## config.mk

```make
export PLATFORM = sky130hd
export DESIGN_NAME = nor_bank_ctrl
export DESIGN_NICKNAME = d
export VERILOG_FILES = /design/src/rtl/nbc_pkg.sv /design/src/rtl/nbc_cfg_reg.sv /design/src/rtl/nbc_window.sv /design/src/rtl/nbc_seq.sv /design/src/rtl/nor_bank_ctrl.sv
export SDC_FILE = /design/constraint.sdc
export NUM_CORES = 1
export LEC_CHECK = 0
export ABC_AREA = 1
export BUFFER_PORTS_ARGS = -buffer_cell sky130_fd_sc_hd__buf_2
export CAP_MARGIN = 20
export CORE_ASPECT_RATIO = 1.4
export CORE_MARGIN = 2
export CORE_UTILIZATION = 49
export DETAILED_ROUTE_END_ITERATION = 10
export PLACE_DENSITY = 0.8
export SLEW_MARGIN = 20
export SYNTH_ARGS = -nofsm -noshare
export SYNTH_HDL_FRONTEND = slang
export SYNTH_HIERARCHICAL = 1
export SYNTH_SLANG_ARGS = --single-unit
export TNS_END_PERCENT = 1
```

## constraint.sdc

```tcl
create_clock -name clk -period 2.9 [get_ports clk]
set_input_delay 0 -clock clk [delete_from_list [all_inputs] [get_ports clk]]
set_output_delay 0 -clock clk [all_outputs]
set_load 0.005 [all_outputs]
```

## src/rtl/nbc_pkg.sv

```systemverilog
package nbc_pkg;
  localparam int IDCY_LSB  = 0;
  localparam int WST1_LSB  = 5;
  localparam int RBLE_BIT  = 10;
  localparam int WST2_LSB  = 11;
  localparam int WIN_LSB   = 16;
  localparam int EN_BIT    = 19;
  localparam int BERR_BIT  = 24;
  localparam int WPERR_BIT = 25;
  localparam int WP_BIT    = 26;
  localparam int WIDTH_LSB = 28;
  localparam int WST_W     = 5;
  localparam int IDCY_W    = 4;
  localparam logic [31:0] CFG_WMASK = 32'h340F_FFEF;

  typedef enum logic [1:0] {SQ_IDLE, SQ_RD, SQ_WR, SQ_TURN} seq_st_e;

  typedef struct packed {
    logic              en;
    logic [2:0]        win;
    logic [IDCY_W-1:0] idcy;
    logic [WST_W-1:0]  wst1;
    logic [WST_W-1:0]  wst2;
    logic              rble;
    logic              wp;
    logic [1:0]        width;
  } cfg_t;
endpackage

```

## src/rtl/nbc_cfg_reg.sv

```systemverilog
module nbc_cfg_reg
  import nbc_pkg::*;
(
  input  logic        clk,
  input  logic        rst,
  input  logic        wr,
  input  logic [31:0] wdata,
  input  logic        berr_set,
  input  logic        wperr_set,
  output logic [31:0] rdata,
  output cfg_t        cfg
);
  logic [31:0] ctl_q;
  logic        berr_q;
  logic        wperr_q;

  always_ff @(posedge clk) begin
    if (rst) begin
      ctl_q   <= '0;
      berr_q  <= 1'b0;
      wperr_q <= 1'b0;
    end else begin
      if (wr) ctl_q <= wdata & CFG_WMASK;
      if (berr_set)                    berr_q <= 1'b1;
      else if (wr && wdata[BERR_BIT])  berr_q <= 1'b0;
      if (wperr_set)                   wperr_q <= 1'b1;
      else if (wr && wdata[WPERR_BIT]) wperr_q <= 1'b0;
    end
  end

  assign rdata = ctl_q | (32'(berr_q) << BERR_BIT) | (32'(wperr_q) << WPERR_BIT);

  assign cfg.en    = ctl_q[EN_BIT];
  assign cfg.win   = ctl_q[WIN_LSB +: 3];
  assign cfg.idcy  = ctl_q[IDCY_LSB +: IDCY_W];
  assign cfg.wst1  = ctl_q[WST1_LSB +: WST_W];
  assign cfg.wst2  = ctl_q[WST2_LSB +: WST_W];
  assign cfg.rble  = ctl_q[RBLE_BIT];
  assign cfg.wp    = ctl_q[WP_BIT];
  assign cfg.width = ctl_q[WIDTH_LSB +: 2];

  // flags hold until cleared by a written one
  p_flag_sticky_r8: assert property (@(posedge clk) disable iff (rst)
    (berr_q && !(wr && wdata[BERR_BIT])) |=> berr_q);
  p_wpflag_sticky_r8: assert property (@(posedge clk) disable iff (rst)
    (wperr_q && !(wr && wdata[WPERR_BIT])) |=> wperr_q);
  p_flag_clear_r8: assert property (@(posedge clk) disable iff (rst)
    (wr && wdata[BERR_BIT] && !berr_set) |=> !rdata[BERR_BIT]);
endmodule

```

## src/rtl/nbc_window.sv

```systemverilog
module nbc_window #(
  parameter int ADDR_W    = 24,
  parameter int BASE_LOG2 = 17
) (
  input  logic [ADDR_W-1:0] addr,
  input  logic [2:0]        code,
  output logic              hit
);
  localparam int CODES = 7;
  logic [7:0] fits;

  for (genvar c = 0; c < 8; c++) begin : g_code
    localparam int LIM = BASE_LOG2 + c;
    if (c >= CODES) begin : g_resv
      assign fits[c] = 1'b0;
    end else if (LIM >= ADDR_W) begin : g_all
      assign fits[c] = 1'b1;
    end else begin : g_cmp
      assign fits[c] = (addr[ADDR_W-1:LIM] == '0);
    end
  end

  assign hit = fits[code];
endmodule

```

## src/rtl/nbc_seq.sv

```systemverilog
module nbc_seq
  import nbc_pkg::*;
#(
  parameter int ADDR_W = 24,
  parameter int DATA_W = 16
) (
  input  logic              clk,
  input  logic              rst,
  input  logic              go_rd,
  input  logic              go_wr,
  input  logic              go_err,
  input  logic              x8,
  input  logic              rble,
  input  logic [DATA_W/8-1:0] be,
  input  logic [ADDR_W-1:0] addr,
  input  logic [DATA_W-1:0] wdata,
  input  logic [WST_W-1:0]  wst1,
  input  logic [WST_W-1:0]  wst2,
  input  logic [IDCY_W-1:0] idcy,
  input  logic [DATA_W-1:0] fl_din,
  output logic              idle,
  output logic              ready,
  output logic [DATA_W-1:0] rdata,
  output logic              fl_ce_n,
  output logic              fl_oe_n,
  output logic              fl_we_n,
  output logic [ADDR_W-1:0] fl_addr,
  output logic [DATA_W-1:0] fl_dout,
  output logic              fl_doe
);
  localparam int BE_W = DATA_W / 8;

  seq_st_e           st_q;
  logic [WST_W-1:0]  cnt_q;
  logic [IDCY_W-1:0] gap_q;
  logic              x8_q;
  logic [BE_W-1:0]   lane_q;
  logic [DATA_W-1:0] raw;
  logic [DATA_W-1:0] masked;

  assign idle = (st_q == SQ_IDLE);

  always_comb begin
    raw = x8_q ? {{(DATA_W-8){1'b0}}, fl_din[7:0]} : fl_din;
    for (int k = 0; k < BE_W; k++)
      masked[8*k +: 8] = lane_q[k] ? raw[8*k +: 8] : 8'h00;
  end

  always_ff @(posedge clk) begin
    if (rst) begin
      st_q    <= SQ_IDLE;
      cnt_q   <= '0;
      gap_q   <= '0;
      x8_q    <= 1'b0;
      lane_q  <= '0;
      ready   <= 1'b0;
      rdata   <= '0;
      fl_ce_n <= 1'b1;
      fl_oe_n <= 1'b1;
      fl_we_n <= 1'b1;
      fl_addr <= '0;
      fl_dout <= '0;
      fl_doe  <= 1'b0;
    end else begin
      ready <= 1'b0;
      case (st_q)
        SQ_IDLE: begin
          if (go_err) begin
            ready <= 1'b1;
            rdata <= '0;
          end else if (go_rd || go_wr) begin
            st_q    <= go_wr ? SQ_WR : SQ_RD;
            cnt_q   <= go_wr ? wst2 : wst1;
            fl_ce_n <= 1'b0;
            fl_oe_n <= ~go_rd;
            fl_we_n <= ~go_wr;
            fl_addr <= x8 ? addr : (addr >> 1);
            fl_dout <= x8 ? {{(DATA_W-8){1'b0}}, wdata[7:0]} : wdata;
            fl_doe  <= go_wr;
            x8_q    <= x8;
            lane_q  <= rble ? be : '1;
          end
        end
        SQ_RD, SQ_WR: begin
          if (cnt_q == '0) begin
            fl_ce_n <= 1'b1;
            fl_oe_n <= 1'b1;
            fl_we_n <= 1'b1;
            fl_doe  <= 1'b0;
            ready   <= 1'b1;
            rdata   <= (st_q == SQ_RD) ? masked : '0;
            if (idcy == '0) begin
              st_q <= SQ_IDLE;
            end else begin
              st_q  <= SQ_TURN;
              gap_q <= idcy - 1'b1;
            end
          end else begin
            cnt_q <= cnt_q - 1'b1;
          end
        end
        SQ_TURN: begin
          if (gap_q == '0) st_q <= SQ_IDLE;
          else             gap_q <= gap_q - 1'b1;
        end
        default: st_q <= SQ_IDLE;
      endcase
    end
  end

  // read and write strobes never overlap
  p_oe_we_excl_r3: assert property (@(posedge clk) disable iff (rst)
    !(!fl_oe_n && !fl_we_n));
  // a data strobe is always inside chip enable
  p_strobe_in_ce_r4: assert property (@(posedge clk) disable iff (rst)
    (!fl_oe_n || !fl_we_n) |-> !fl_ce_n);
  p_ready_pulse_r3: assert property (@(posedge clk) disable iff (rst)
    ready |=> !ready);
  p_release_ready_r3: assert property (@(posedge clk) disable iff (rst)
    $rose(fl_ce_n) |-> ready);
  // rejected requests complete at once with zero data
  p_err_fast_r6: assert property (@(posedge clk) disable iff (rst)
    (idle && go_err) |=> (ready && rdata == '0 && fl_ce_n));
endmodule

```

## src/rtl/nor_bank_ctrl.sv

```systemverilog
module nor_bank_ctrl
  import nbc_pkg::*;
#(
  parameter int ADDR_W    = 24,
  parameter int DATA_W    = 16,
  parameter int BASE_LOG2 = 17
) (
  input  logic                clk,
  input  logic                rst,
  input  logic                req,
  input  logic                we,
  input  logic [ADDR_W-1:0]   addr,
  input  logic [DATA_W-1:0]   wdata,
  input  logic [DATA_W/8-1:0] be,
  output logic                ready,
  output logic [DATA_W-1:0]   rdata,
  input  logic                reg_wr,
  input  logic [31:0]         reg_wdata,
  output logic [31:0]         reg_rdata,
  output logic                fl_ce_n,
  output logic                fl_oe_n,
  output logic                fl_we_n,
  output logic [ADDR_W-1:0]   fl_addr,
  output logic [DATA_W-1:0]   fl_dout,
  output logic                fl_doe,
  input  logic [DATA_W-1:0]   fl_din
);
  cfg_t cfg;
  logic seq_idle, win_hit, bad, accept;
  logic berr_set, wperr_set, go_rd, go_wr, go_err;

  assign accept    = req && seq_idle && cfg.en;
  assign bad       = !win_hit || (cfg.width > 2'd1);
  assign berr_set  = accept && bad;
  assign wperr_set = accept && !bad && we && cfg.wp;
  assign go_err    = berr_set || wperr_set;
  assign go_rd     = accept && !bad && !we;
  assign go_wr     = accept && !bad && we && !cfg.wp;

  nbc_cfg_reg u_reg (
    .clk       (clk),
    .rst       (rst),
    .wr        (reg_wr),
    .wdata     (reg_wdata),
    .berr_set  (berr_set),
    .wperr_set (wperr_set),
    .rdata     (reg_rdata),
    .cfg       (cfg)
  );

  nbc_window #(.ADDR_W(ADDR_W), .BASE_LOG2(BASE_LOG2)) u_win (
    .addr (addr),
    .code (cfg.win),
    .hit  (win_hit)
  );

  nbc_seq #(.ADDR_W(ADDR_W), .DATA_W(DATA_W)) u_seq (
    .clk     (clk),
    .rst     (rst),
    .go_rd   (go_rd),
    .go_wr   (go_wr),
    .go_err  (go_err),
    .x8      (cfg.width == 2'd0),
    .rble    (cfg.rble),
    .be      (be),
    .addr    (addr),
    .wdata   (wdata),
    .wst1    (cfg.wst1),
    .wst2    (cfg.wst2),
    .idcy    (cfg.idcy),
    .fl_din  (fl_din),
    .idle    (seq_idle),
    .ready   (ready),
    .rdata   (rdata),
    .fl_ce_n (fl_ce_n),
    .fl_oe_n (fl_oe_n),
    .fl_we_n (fl_we_n),
    .fl_addr (fl_addr),
    .fl_dout (fl_dout),
    .fl_doe  (fl_doe)
  );

  // a protected write never reaches the flash
  p_wp_no_strobe_r7: assert property (@(posedge clk) disable iff (rst)
    wperr_set |=> (fl_we_n && fl_ce_n));
  // an idle disabled bank stays quiet
  p_disabled_quiet_r2: assert property (@(posedge clk) disable iff (rst)
    (seq_idle && !cfg.en) |=> (fl_ce_n && !ready));
endmodule

```

Word-level counts from Yosys, hierarchy flattened
Cells that the tools add are included.
{ "op_classes": {"add_sub_neg": 3, "magnitude_cmp": 2, "eq_ne": 11, "n_mux": 49, "bitwise": 6, "n_reduce_logical": 39} }
{ "ops": {"columns": ["operator", "count"], "rows": [
  ["2-to-1 mux 16 bit", 5],
  ["bitwise OR 32 x 26 -> 32 bit", 1],
  ["one-hot mux 16 bit (2 select lines)", 1],
  ["bitwise OR 30 x 25 -> 30 bit", 1],
  ["2-to-1 mux 24 bit", 1],
  ["2-to-1 mux 5 bit", 4],
  ["2-to-1 mux 1 bit", 17],
  ["2-to-1 mux 8 bit", 2],
  ["AND reduction 4 bit", 4],
  ["2-to-1 mux 2 bit", 7],
  ["logical NOT 4 bit", 3],
  ["2-to-1 mux 4 bit", 3],
  ["logical AND 1 bit", 10],
  ["logical NOT 5 bit", 2],
  ["one-hot mux 1 bit (2 select lines)", 5],
  ["one-hot mux 5 bit (2 select lines)", 1],
  ["inequality test 2 x 1 -> 1 bit (second input constant)", 4],
  ["inequality test 2 bit (second input constant)", 4],
  ["one-hot mux 4 bit (2 select lines)", 1],
  ["nonzero test 2 bit", 4],
  ["subtractor 4 x 1 -> 4 bit (second input constant)", 2],
  ["logical NOT 7 bit", 1],
  ["logical NOT 2 bit", 3],
  ["logical NOT 6 bit", 1],
  ["other kinds (13)", 23]
]} }
{ "word_totals": {"reg_bits": 99, "input_bits": 95, "output_inout_bits": 93, "elab_cells": 126} }

Logic depth before layout (Yosys ltp)
Gate-level depths: netlist (run 1).
{ "depth": {"word_depth": 13, "depth_mapped": 19, "mapped_depth_nobuf": 19} }

By module
Netlist (run 1), hierarchy kept.
{ "modules_own_cells": {"columns": ["module", "n_inst", "cells_per_inst", "area_per_inst_um2", "seq_area_each_um2"], "rows": [
  ["nbc_seq", 1, 499, 3460.8, 1501.4],
  ["nbc_cfg_reg", 1, 139, 1194.9, 480.5],
  ["nbc_window", 1, 21, 101.3, 0.0],
  ["nor_bank_ctrl", 1, 15, 73.8, 0.0]
]} }

Least setup slack after synthesis (run 1)
OpenSTA, ideal clock, no wires.
{ "synth_path": {"kind": "flip-flop to flip-flop", "start": "register u_reg.ctl_q[17]", "end": "register u_seq.fl_doe", "setup_ns": 0.113, "arrival_ns": 2.000, "t_required_ns": 2.787, "slack_ns": 0.787, "stages_incl_launch_ff": 20, "path_buffers": 0, "period_less_slack_ns": 2.113, "cell_sequence": "dfxtp_1 inv_2 nand2_2 nand2_2 nor2_2 nand2_1 a21oi_2 inv_1 nor2_2 nand3_1 nor2_1 inv_2 nand2_2 nand2_2 nand2_2 nand2_1 inv_1 o21ai_0 nand2_1 nor2_1"} }
{ "synth_between": {"elab_chain_len": 11, "word_cells_on_any_way": 19, "classes_between": "2 x eq/ne; 5 x mux; 12 x reduce/logical"} }
{ "synth_rtl": {"columns": ["element", "line", "source"], "rows": [
  ["start: declaration", "nbc_cfg_reg.sv:13", "logic [31:0] ctl_q;"],
  ["start signal: assignment", "nbc_cfg_reg.sv:23", "if (wr) ctl_q <= wdata & CFG_WMASK;"],
  ["binary-select mux 1 bit (select 3 bit) *", "nbc_window.sv:23", "assign hit = fits[code];"],
  ["2-to-1 mux 1 bit (implied by the code) *", "nbc_window.sv:23", null],
  ["net win_hit", "nor_bank_ctrl.sv:29", "logic seq_idle, win_hit, bad, accept;"],
  ["logical NOT 1 bit *", "nor_bank_ctrl.sv:33", "assign bad = !win_hit || (cfg.width > 2'd1);"],
  ["logical OR 1 bit *", "nor_bank_ctrl.sv:33", null],
  ["logical NOT 1 bit *", "nor_bank_ctrl.sv:38", "assign go_wr = accept && !bad && we && !cfg.wp;"],
  ["logical AND 1 bit * (3 in a row)", "nor_bank_ctrl.sv:38", null],
  ["net go_wr", "nor_bank_ctrl.sv:30", "logic berr_set, wperr_set, go_rd, go_wr, go_err;"],
  ["2-to-1 mux 1 bit / logical OR 1 bit (equally long branches)", "nbc_seq.sv:71", "end else if (go_rd || go_wr) begin"],
  ["2-to-1 mux 1 bit / inequality test 2 x 1 -> 1 bit (equally long branches)", null, null],
  ["one-hot mux 1 bit (2 select lines) / AND reduction 4 bit (equally long branches)", null, null],
  ["end signal: assignment", "nbc_seq.sv:79", "fl_doe <= go_wr;"],
  ["end: declaration", "nbc_seq.sv:29", "output logic fl_doe"]
]} }
Mark *: on every way through the listed nets, which the timed path passes. The rest lies on a longest branch. The select of a mux whose other input is x is not followed.
A chain may end at the register's enable or synchronous reset.

Final worst setup path (run 1)
{ "layout_path": {"start": "input addr[20]", "end": "register u_seq.fl_addr[14]"} }
{ "layout_between": {"elab_chain_len": 12, "word_cells_on_any_way": 19, "classes_between": "2 x mux; 1 x bitwise; 16 x reduce/logical"} }
{ "layout_rtl": {"columns": ["element", "line", "source"], "rows": [
  ["start: declaration", "nor_bank_ctrl.sv:12", "input logic [ADDR_W-1:0] addr,"],
  ["logical NOT 7 bit (tied with other cells)", "nbc_window.sv:19", "assign fits[c] = (addr[ADDR_W-1:LIM] == '0);"],
  ["binary-select mux 1 bit (select 3 bit) *", "nbc_window.sv:23", null],
  ["2-to-1 mux 1 bit (implied by the code) *", "nbc_window.sv:23", null],
  ["net win_hit", "nor_bank_ctrl.sv:29", null],
  ["logical NOT 1 bit *", "nor_bank_ctrl.sv:33", null],
  ["logical OR 1 bit *", "nor_bank_ctrl.sv:33", null],
  ["logical NOT 1 bit", "nor_bank_ctrl.sv:35", "assign wperr_set = accept && !bad && we && cfg.wp;"],
  ["logical AND 1 bit (3 in a row)", "nor_bank_ctrl.sv:35", null],
  ["logical OR 1 bit *", "nor_bank_ctrl.sv:36", "assign go_err = berr_set || wperr_set;"],
  ["net go_err", "nor_bank_ctrl.sv:30", null],
  ["NOT 1 bit (no source line) *", null, null],
  ["AND reduction 3 bit (no source line) *", null, null],
  ["end signal: assignment", "nbc_seq.sv:77", "fl_addr <= x8 ? addr : (addr >> 1);"],
  ["end: declaration", "nbc_seq.sv:27", "output logic [ADDR_W-1:0] fl_addr,"]
]} }
Marked as above.

==> qor.csv, run 1 <==
stage,metric,value,unit
status,status,completed,
detailed_routing,Final ANT Viol Nets,0,
grt,pin count of the biggest net entering global routing,55,
setup_path,CP top delay family,buffers and inverters,
worst_hold_path,Hold Crit Endpoint,u_seq/rdata[5],
grt,antenna violations before repair,0,
sta,"Slew Viols, Final",0,
logic_synthesis,Synth Register Bits,99,
logic_synthesis,number of synthesized flops with an enable pin,0,
placement,gpl congestion,0.800,
worst_hold_path,hold depth,5,
setup_path,Reg2Reg Depth,15,
sta,RSZ-0062 raised after global routing,no,
detailed_routing,Total Wirelength,15600,microns
detailed_routing,Residual DRC,0,
floorplanning,IO Pins,188,
sta,count of final hold-check violations,0,
setup_path,Worst R2R Start,u_reg/ctl_q[18],
cts,post-CTS setup buffers,0,
grt,first-pass GRT wire length,23600,microns
placement,hpwl dp,8170,microns
sta,Worst-Margin Slew,1060,ps
cts,Num CTS Buffers,9,
logic_synthesis,Post-Synthesis Cell Area,0.00483,sq mm
power,net switching share of the total power,34.1,%
setup_path,CP arrival,3000,ps
setup_path,cell breakdown of the critical path,"dlygate4sd3_1, buf_2, inv_1, nand2_1, nor2_1, nand3_1, a21oi_2, inv_1, nor2_2, nand4_1, nand2_1, nor2_1, nand2_4, clkinv_8, buf_12, o21ai_0, a31oi_1, dlygate4sd3_1",
power,Final Total Pwr,3.93,mW
final_layout,"most common cell after layout, fill and taps aside",buf_2,
cts,CTS Root Cell,clkbuf_16,
setup_path,critical path buffer and inverter count,7,
logic_synthesis,Post-synth ARST share,0,%
power,NetSw,1.34,mW
flow_run,max capacitance violation total,0,
sta,Final Skew,7.92,ps
grt,total global-route track usage,28.4,%
floorplanning,Core ar.,0.00951,sq mm
sta,Max Fclk,0.362,GHz
cts,Clock Tree Buf Depth,2,
cts,CTS sink count,99,
setup_path,crit-path max cell delay,560,ps
setup_path,kind of critical path,in -> reg,
logic_synthesis,"Top FF cell, synth",dfxtp_1,
sta,Setup WS post-layout,139,ps
grt,vias in the first global route,5106,
floorplanning,Die Wd,87.9,microns
setup_path,Worst setup SP type,primary input,
cts,latest clock arrival within the worst-skew pair,350,ps
cts,H-tree depth,3,
power,Int Power,2.59,mW
sta,worst relative slew slack,29.6,%
power,worst vdd ir,0.369,mV
setup_path,slowest cell on the critical path,dlygate4sd3_1,
setup_path,Critical Path Fanout Max,28,
floorplanning,Row Count,42,
grt,total grt overflow,0,
detailed_routing,initial drt markers,416,
final_layout,layout cells sized above 1,27.1,%
worst_hold_path,Hold Crit Class,in -> reg,
worst_hold_path,hold wc startpoint,fl_din[5],
detailed_routing,TritonRoute pass-1 iters,5,
sta,Final min period,2760,ps
power,P_leak,3.27,nW
power,Power Density,585,mW/mm^2
sta,setup TNS,0,ps
floorplanning,die area,0.0107,sq mm
logic_synthesis,sequential-to-total area share from yosys stat,41.0,%
logic_synthesis,Mapped Cells,674,
logic_synthesis,synth unique cells,33,
sta,Final period util,95.2,%
cts,"CTS clk-pin slew, worst paths",70,ps
logic_synthesis,synth warn,6,
detailed_routing,DR vias,5335,
placement,Setup WS pre-CTS,489,ps
final_layout,area growth from synthesis to layout,39.1,%
cts,TritonCTS clock tree,done,
floorplanning,Die Height,121,microns
detailed_routing,WL per Instance,15.1,microns
power,Comb power frac,29.1,%
sta,hold_ws,5.75,ps
floorplanning,Starting Density,50.8,%
final_layout,Final #Nets,997,
detailed_routing,vias per cell,5.16,
setup_path,Worst setup EP type,flip-flop,
logic_synthesis,syn_area_per_cell,7.17,sq um
final_layout,most frequent cells in the layout,"buf_2 (171), nand2_1 (170), dfxtp_1 (97), dlygate4sd3_1 (90), nor2_1 (72)",
sta,Finish-stage setup viols,0,
setup_path,CP required,3140,ps
power,sequential share of power,39.0,%
setup_path,"setup slack, reg-to-reg",170,ps
power,part of the power in the clock network,31.8,%
setup_path,Critical R2R Capture,u_seq/fl_addr[14],
placement,Buffers on Ports,171,
## power by group through the flow
stage                     sequential (mW)  combinational, mW  clock, mW
after detailed placement             1.56               1.03          0
final                                1.53               1.14       1.25
after CTS                            1.53               1.11       1.27
after global routing                 1.55               1.29       1.33
after floorplan                      1.55              0.830          0
after global placement               1.56               1.02          0
## through the flow
step	util, %	std cells	cell area (sq um)
after global routing	70.6	1033	6720
after global placement	57.6	926	5480
after detailed placement	57.6	926	5480
after floorplan	-	681	4860
after CTS	70.3	1032	6690
final	70.7	1034	6720
## worst min-delay path, cell delays in order
cell and delay (ps):
buf_2 100, inv_1 40, nor2_1 40, nand3_1 70, a21oi_1 60
## area by class of cell
class	count	area, sq um
sequential	99	1990
clock buffer	10	239
fill	702	2790
timing repair buffer	269	1830
clock inverter	6	72.6
tap	132	165
inverter	58	238
antenna	1	2.50
timing repair inverter	1	8.76
multi-input combinational	458	2180
## routing by layer
| layer | GRT usage, % | up-vias | wire, microns |
|---|---|---|---|
| li1 | - | 2569 | - |
| met1 | 31.0 | 2393 | 5800 |
| met2 | 49.7 | 296 | 7950 |
| met3 | 5.58 | 77 | 1040 |
| met4 | 16.5 | 0 | 814 |
| met5 | 0 | - | 0 |
## flip-flops by register name, indices dropped and copies added, names as in the netlist
register / flops
u_seq/x8_q: 1
u_seq/fl_oe_n: 1
u_seq/gap_q: 4
u_seq/fl_doe: 1
u_reg/berr_q: 1
u_seq/fl_ce_n: 1
u_seq/st_q: 2
u_seq/rdata: 16
u_seq/cnt_q: 5
u_seq/fl_we_n: 1
u_seq/ready: 1
u_seq/fl_addr: 24
u_reg/ctl_q: 22
u_seq/lane_q: 2
u_reg/wperr_q: 1
u_seq/fl_dout: 16
## cell families (layout without fill, tap and decap cells)
kind of cell | count (synthesis) | count (layout) | synth area share [%]
AOI/OAI and AO/OA | 130 | 130 | 15.3
xor gates and xnor gates | 1 | 1 | 0.181
adders and majority gates | 6 | 6 | 1.55
buffers and inverters | 124 | 344 | 14.6
DFF | 99 | 99 | 41.0
other | 1 | 9 | 0.0776
and+or+nand+nor | 313 | 313 | 27.3
## cell usage after synthesis, drive strengths merged, types with 5 or more instances
cell | number | share of area [%]
inv | 57 | 4.6
dfxtp | 99 | 41
nand4 | 5 | 0.65
a21oi | 56 | 6.8
clkbuf | 14 | 1.1
o21ai | 48 | 5.1
nor2 | 76 | 6.2
nand2 | 187 | 15
buf | 52 | 8.8
ha | 6 | 1.6
a31oi | 23 | 3.0
nand3 | 43 | 4.9
## repair_timing
action,4_1_cts,5_1_grt
hold endpoints to repair,80,0
gates resized for setup,0,9
hold buffers,90,0
endpoints found under the setup margin,0,14
## worst max-delay path by stage
stage	slack [ps]	startpoint	cells past startpoint	endpoint
after floorplan	790	u_reg/ctl_q[17]	19	u_seq/fl_doe
after global placement	570	u_reg/ctl_q[17]	15	u_seq/rdata[4]
after detailed placement	490	u_reg/ctl_q[17]	15	u_seq/rdata[8]
after CTS	60	u_reg/ctl_q[17]	17	u_seq/fl_addr[14]
after global routing	20	u_reg/ctl_q[18]	16	u_seq/fl_addr[20]
final	140	addr[20]	18	u_seq/fl_addr[14]
Note: power is estimated with default switching activity, not from simulation.
==> inputs of run 2 (changes only) <==
--- a/config.mk
+++ b/config.mk
@@ -9,7 +9,7 @@
 export BUFFER_PORTS_ARGS = -buffer_cell sky130_fd_sc_hd__buf_2
 export CAP_MARGIN = 20
 export CORE_ASPECT_RATIO = 1.4
-export CORE_MARGIN = 2
+export CORE_MARGIN = 5
 export CORE_UTILIZATION = 49
 export DETAILED_ROUTE_END_ITERATION = 10
 export PLACE_DENSITY = 0.8
==> qor.csv, run 2 (same netlist as run 1, synthesis figures left out) <==
stage,metric,value,unit
status,status,completed,
setup_path,Worst R2R Start,u_reg/ctl_q[17],
final_layout,Final #Nets,992,
worst_hold_path,hold depth,5,
sta,Finish-stage setup viols,0,
placement,hpwl dp,8770,microns
detailed_routing,Final ANT Viol Nets,0,
worst_hold_path,Hold Crit Class,in -> reg,
setup_path,Worst setup SP type,primary input,
floorplanning,Row Count,43,
power,Comb power frac,29.6,%
cts,CTS Root Cell,clkbuf_16,
setup_path,"setup slack, reg-to-reg",250,ps
cts,H-tree depth,3,
setup_path,crit-path max cell delay,600,ps
placement,Post-DP Area,0.00548,sq mm
grt,total grt overflow,0,
grt,met3 usage,5.12,%
grt,GR peak layer,met2,
sta,Final period util,92.4,%
setup_path,CP arrival,2960,ps
grt,GRT met2 Usage,44.8,%
sta,"Slew Viols, Final",0,
cts,Clock Tree Buf Depth,2,
sta,worst relative slew slack,56.3,%
sta,RSZ-0062 raised after global routing,no,
final_layout,area growth from synthesis to layout,37.9,%
cts,TritonCTS clock tree,done,
floorplanning,Starting Density,49.3,%
floorplanning,IO Pins,188,
floorplanning,Die Wd,93.9,microns
detailed_routing,vias per cell,5.05,
power,P_leak,3.22,nW
grt,GRT met1 Usage,26.5,%
final_layout,Largest Register,u_seq/fl_addr,
floorplanning,die area,0.0120,sq mm
final_layout,max reg flops,24,
final_layout,design area,0.00666,sq mm
grt,antenna violations before repair,0,
setup_path,CP required,3180,ps
grt,pin count of the biggest net entering global routing,55,
detailed_routing,Total Wirelength,15000,microns
grt,first-pass GRT wire length,23900,microns
setup_path,cell breakdown of the critical path,"dlygate4sd3_1, buf_2, inv_1, nand2_1, nor2_1, nand3_1, a21oi_2, inv_1, nor2_2, nand3_1, nor2_2, inv_2, nand2_2, nand2_2, inv_8, buf_12, o21ai_0, a31oi_1, dlygate4sd3_1",
grt,vias in the first global route,5094,
final_layout,Largest regs,"u_seq/fl_addr: 24 flops, u_reg/ctl_q: 22 flops",
cts,CTS sink count,99,
sta,Max Fclk,0.373,GHz
power,worst vdd ir,0.328,mV
setup_path,Reg2Reg Depth,18,
floorplanning,Die Height,127,microns
sta,setup TNS,0,ps
final_layout,layout cells sized above 1,27.5,%
floorplanning,Core ar.,0.00979,sq mm
setup_path,kind of critical path,in -> reg,
worst_hold_path,hold wc startpoint,fl_din[2],
setup_path,slowest cell on the critical path,dlygate4sd3_1,
setup_path,Worst setup EP type,flip-flop,
cts,latest clock arrival within the worst-skew pair,340,ps
detailed_routing,TritonRoute pass-1 iters,5,
power,net switching share of the total power,33.8,%
power,part of the power in the clock network,31.0,%
detailed_routing,initial drt markers,319,
sta,Final Skew,5.61,ps
setup_path,Critical Path Fanout Max,26,
power,NetSw,1.32,mW
power,sequential share of power,39.4,%
setup_path,Critical R2R Capture,u_seq/fl_addr[14],
worst_hold_path,Hold Crit Endpoint,u_seq/rdata[2],
detailed_routing,DR vias,5208,
cts,"CTS clk-pin slew, worst paths",70,ps
sta,Final min period,2680,ps
sta,count of final hold-check violations,0,
grt,total global-route track usage,24.5,%
sta,Worst-Margin Slew,655,ps
final_layout,"most common cell after layout, fill and taps aside",buf_2,
cts,Num CTS Buffers,9,
final_layout,most frequent cells in the layout,"buf_2 (171), nand2_1 (170), dfxtp_1 (97), dlygate4sd3_1 (83), nor2_1 (72)",
final_layout,# diodes,0,
placement,Placed Cells,929,
placement,Buffers on Ports,171,
power,Power Density,585,mW/mm^2
placement,gpl congestion,0.827,
final_layout,Layout Cells excl Fill,1031,
detailed_routing,Residual DRC,0,
flow_run,max capacitance violation total,0,
detailed_routing,WL per Instance,14.5,microns
power,Int Power,2.58,mW
-- run 2: worst max path at each step --
stage	start	slack (ps)	end	cells after the start
3_5_place_dp	u_reg/ctl_q[17]	430	u_seq/rdata[14]	15
6_report	addr[22]	220	u_seq/fl_addr[14]	19
3_3_place_gp	u_reg/ctl_q[17]	520	u_seq/rdata[2]	15
4_1_cts	u_reg/ctl_q[17]	40	u_seq/fl_addr[17]	18
5_1_grt	addr[18]	2	u_seq/fl_addr[14]	17
2_1_floorplan	u_reg/ctl_q[17]	790	u_seq/fl_doe	19
-- run 2: per-stage QoR --
step	util [%]	setup WS, ps	total power [mW]	hold WS [ps]
CTS	67.6	36.7	3.90	2.04
finish	68.0	222	3.90	13.3
detailed placement	55.9	432	2.61	235
floorplan	-	787	2.38	69.1
global route	68.0	1.63	4.13	38.4
global placement	55.9	521	2.59	233
-- run 2: layout make-up --
class / count / area [sq um]
multi-input combinational: 458 / 2170
clock inverter: 6 / 65.1
clock buffer: 10 / 239
fill: 788 / 3130
tap: 135 / 169
sequential: 99 / 1980
inverter: 58 / 233
timing repair buffer: 265 / 1800
-- run 2: worst max-delay path: cells and delay by family --
family	cells	cell delay, ps
AOI/OAI and AO/OA	3	450
buffers and inverters	8	1740
and+or+nand+nor	8	750
-- run 2: layer usage --
metal	vias up	part of all wire, %	routed length [microns]
met5	-	0	0
li1	2564	-	-
met4	0	3.7	547
met1	2361	37	5510
met3	51	7.1	1060
met2	232	52	7840
-- run 2: power groups by stage --
stage | sequential (mW) | clock [mW] | combinational [mW]
after floorplan | 1.55 | 0 | 0.830
after global placement | 1.56 | 0 | 1.02
after detailed placement | 1.57 | 0 | 1.04
after CTS | 1.54 | 1.23 | 1.13
after global routing | 1.55 | 1.28 | 1.30
final | 1.54 | 1.21 | 1.15
-- run 2: what timing repair did --
item / 4_1_cts / 5_1_grt
hold buffers: 84 / 0
setup buffers: 0 / 2
resized for setup: 0 / 6
endpoints found under the setup margin: 0 / 9
hold endpoints to repair: 77 / 0
==> inputs of run 3 (changes only) <==
--- a/config.mk
+++ b/config.mk
@@ -5,14 +5,13 @@
 export SDC_FILE = /design/constraint.sdc
 export NUM_CORES = 1
 export LEC_CHECK = 0
-export ABC_AREA = 1
 export BUFFER_PORTS_ARGS = -buffer_cell sky130_fd_sc_hd__buf_2
 export CAP_MARGIN = 20
 export CORE_ASPECT_RATIO = 1.4
 export CORE_MARGIN = 5
 export CORE_UTILIZATION = 49
 export DETAILED_ROUTE_END_ITERATION = 10
-export PLACE_DENSITY = 0.8
+export PLACE_DENSITY = 0.81
 export SLEW_MARGIN = 20
 export SYNTH_ARGS = -nofsm -noshare
 export SYNTH_HDL_FRONTEND = slang
==> qor.csv, run 3 <==
stage,metric,value,unit
worst_hold_path,Hold Crit Class,in -> reg,
setup_path,Critical Path Fanout Max,6,
final_layout,"most common cell after layout, fill and taps aside",buf_2,
final_layout,fill count,744,
power,Int Power,2.63,mW
final_layout,most frequent cells in the layout,"buf_2 (170), dfxtp_1 (96), dlygate4sd3_1 (60), nor2_1 (59)",
sta,Final period util,94.5,%
final_layout,# diodes,0,
sta,Finish-stage setup viols,0,
cts,Clock Tree Buf Depth,2,
grt,antenna violations before repair,0,
detailed_routing,DR vias,4552,
logic_synthesis,Mapped Cells,538,
logic_synthesis,Post-Synthesis Cell Area,0.00474,sq mm
logic_synthesis,Synth Register Bits,99,
floorplanning,Row Count,42,
power,part of the power in the clock network,29.8,%
cts,"CTS clk-pin slew, worst paths",70,ps
cts,H-tree depth,3,
setup_path,CP required,3140,ps
final_layout,Final #Nets,830,
final_layout,Largest Register,u_seq/fl_addr,
logic_synthesis,Post-synth ARST share,0,%
floorplanning,die area,0.0118,sq mm
sta,setup TNS,0,ps
sta,Final Skew,7.12,ps
grt,pin count of the biggest net entering global routing,69,
detailed_routing,initial drt markers,244,
power,net switching share of the total power,33.1,%
final_layout,multi-input logic area,0.00233,sq mm
power,worst vdd ir,0.445,mV
power,P_leak,2.85,nW
placement,Setup WS pre-CTS,168,ps
sta,"Slew Viols, Final",0,
placement,hpwl dp,8670,microns
logic_synthesis,leading cell type by number of instances after synthesis,dfxtp_1,
final_layout,FF+latch area,0.00199,sq mm
sta,worst relative slew slack,30.5,%
logic_synthesis,Synth Area in Adders,1.58,%
placement,Buffers on Ports,171,
floorplanning,Core ar.,0.00946,sq mm
cts,TritonCTS clock tree,done,
placement,gpl congestion,0.849,
logic_synthesis,synth warn,6,
setup_path,Worst setup SP type,flip-flop,
logic_synthesis,"Top FF cell, synth",dfxtp_1,
final_layout,final core utilization,67.1,%
logic_synthesis,mux cell area share after synthesis,11.2,%
sta,count of final hold-check violations,0,
logic_synthesis,post-synthesis simple-gate area fraction,17.9,%
setup_path,CP arrival,2980,ps
floorplanning,Die Height,126,microns
logic_synthesis,number of synthesized flops with an enable pin,0,
sta,Max Fclk,0.365,GHz
detailed_routing,TritonRoute pass-1 iters,6,
final_layout,Largest regs,"u_seq/fl_addr: 24 flops, u_reg/ctl_q: 22 flops",
floorplanning,IO Pins,188,
cts,Num CTS Buffers,9,
detailed_routing,Total Wirelength,13200,microns
logic_synthesis,syn_area_per_cell,8.81,sq um
flow_run,max capacitance violation total,0,
grt,first-pass GRT wire length,21000,microns
final_layout,area growth from synthesis to layout,33.8,%
sta,Worst-Margin Slew,1040,ps
cts,latest clock arrival within the worst-skew pair,330,ps
logic_synthesis,largest area contributor in the synthesized netlist,dfxtp_1,
logic_synthesis,xor/xnor cell area share of the yosys netlist,0,%
detailed_routing,Final ANT Viol Nets,0,
logic_synthesis,synth unique cells,55,
sta,RSZ-0062 raised after global routing,yes,
detailed_routing,vias per cell,5.41,
logic_synthesis,"top cells by count, synth","dfxtp_1 (99), nor2_1 (61), a21oi_1 (52), nand2_1 (52), mux2i_1 (51)",
floorplanning,Die Wd,93.1,microns
floorplanning,Starting Density,50.1,%
detailed_routing,Residual DRC,0,
status,status,completed,
cts,CTS Root Cell,clkbuf_16,
sta,Final min period,2740,ps
setup_path,kind of critical path,reg -> reg,
power,Comb power frac,31.4,%
logic_synthesis,Area contributors post-synth,"dfxtp_1 (42%), mux2i_1 (11%), a21oi_1 (5.5%)",
final_layout,layout cells sized above 1,29.9,%
sta,Setup WS post-layout,161,ps
power,Power Density,621,mW/mm^2
grt,total global-route track usage,21.7,%
grt,vias in the first global route,4453,
grt,total grt overflow,0,
final_layout,max reg flops,24,
power,sequential share of power,38.8,%
logic_synthesis,largest family of logic cells by synthesized area,simple AND/OR/NAND/NOR gates,
detailed_routing,WL per Instance,15.7,microns
power,NetSw,1.30,mW
cts,CTS sink count,99,
setup_path,Worst setup EP type,flip-flop,
logic_synthesis,sequential-to-total area share from yosys stat,41.8,%
logic_synthesis,share of the synthesized area in the top cell type,41.8,%
logic_synthesis,Synth Area in Compound Gates,17.3,%
run 3: cell count changes after synthesis, sizes merged, moves of 8 or more:
cell / change
o21ai: -37
nor2: -15
a31oi: -19
nand3b: +9
nand2: -135
inv: -48
nand3: -23
mux2i: +51
buf: -8
a211oi: +27
clkbuf: +13
run 3: final cells by class:
type / instances / area share, %
Clock inverter: 4 / 0.828
Timing Repair Buffer: 244 / 24.7
Sequential cell: 99 / 31.3
Tap cell: 110 / 2.17
Multi-Input combinational cell: 366 / 36.7
Inverter: 9 / 0.533
Clock buffer: 10 / 3.77
run 3: logic make-up after synthesis:
group | after synthesis
buffers and inverters | 80
other | 1
DFF | 99
AOI/OAI and AO/OA | 123
and+or+nand+nor | 176
muxes | 53
adders and majority gates | 6
run 3: final timing paths:
path	cells past startpoint	startpoint	slack [ps]	endpoint
worst max register to register	11	u_reg/ctl_q[18]	160	u_seq/st_q[1]
worst min-delay path	3	addr[1]	10	u_seq/fl_addr[0]
worst min register to register	1	u_seq/fl_ce_n	450	u_seq/fl_ce_n
worst max-delay path	11	u_reg/ctl_q[18]	160	u_seq/st_q[1]
run 3: layer usage:
metal / routed length (microns) / GRT usage (%)
met1: 5320 / 25.3
met2: 6840 / 38.8
met3: 747 / 3.67
met4: 299 / 9.15
met5: 0 / 0
run 3: timing repair:
action	in CTS	in global routing
resized for setup	0	5
setup buffers	0	3
setup endpoints to repair	0	42
hold buffers	60	0
endpoints found under the hold margin	60	0
run 3: per-stage QoR:
step / power, mW / cell area, sq um / hold WS, ps / cells
final: 3.94 / 6340 / 13.0 / 842
after global placement: 2.65 / 5420 / 223 / 765
after CTS: 3.93 / 6310 / 1.27 / 839
after global routing: 4.15 / 6340 / 12.6 / 842
after floorplan: 2.42 / 4770 / 72.4 / 545
after detailed placement: 2.69 / 5420 / 230 / 765
run 3: critical path: stages (launching register included):
cell,delay [ps]
dfxtp_2,350
and3_1,190
a2111oi_2,330
o211a_1,260
nand2b_4,70
nor4b_2,240
buf_4,180
o21bai_1,110
a222oi_1,430
buf_4,200
nor2_1,40
a211oi_1,240
run 3: power groups by stage:
stage | clock (mW) | sequential, mW | combinational, mW
floorplan | 0 | 1.53 | 0.888
global placement | 0 | 1.55 | 1.10
detailed placement | 0 | 1.55 | 1.13
CTS | 1.20 | 1.53 | 1.21
global route | 1.26 | 1.54 | 1.35
finish | 1.17 | 1.53 | 1.24
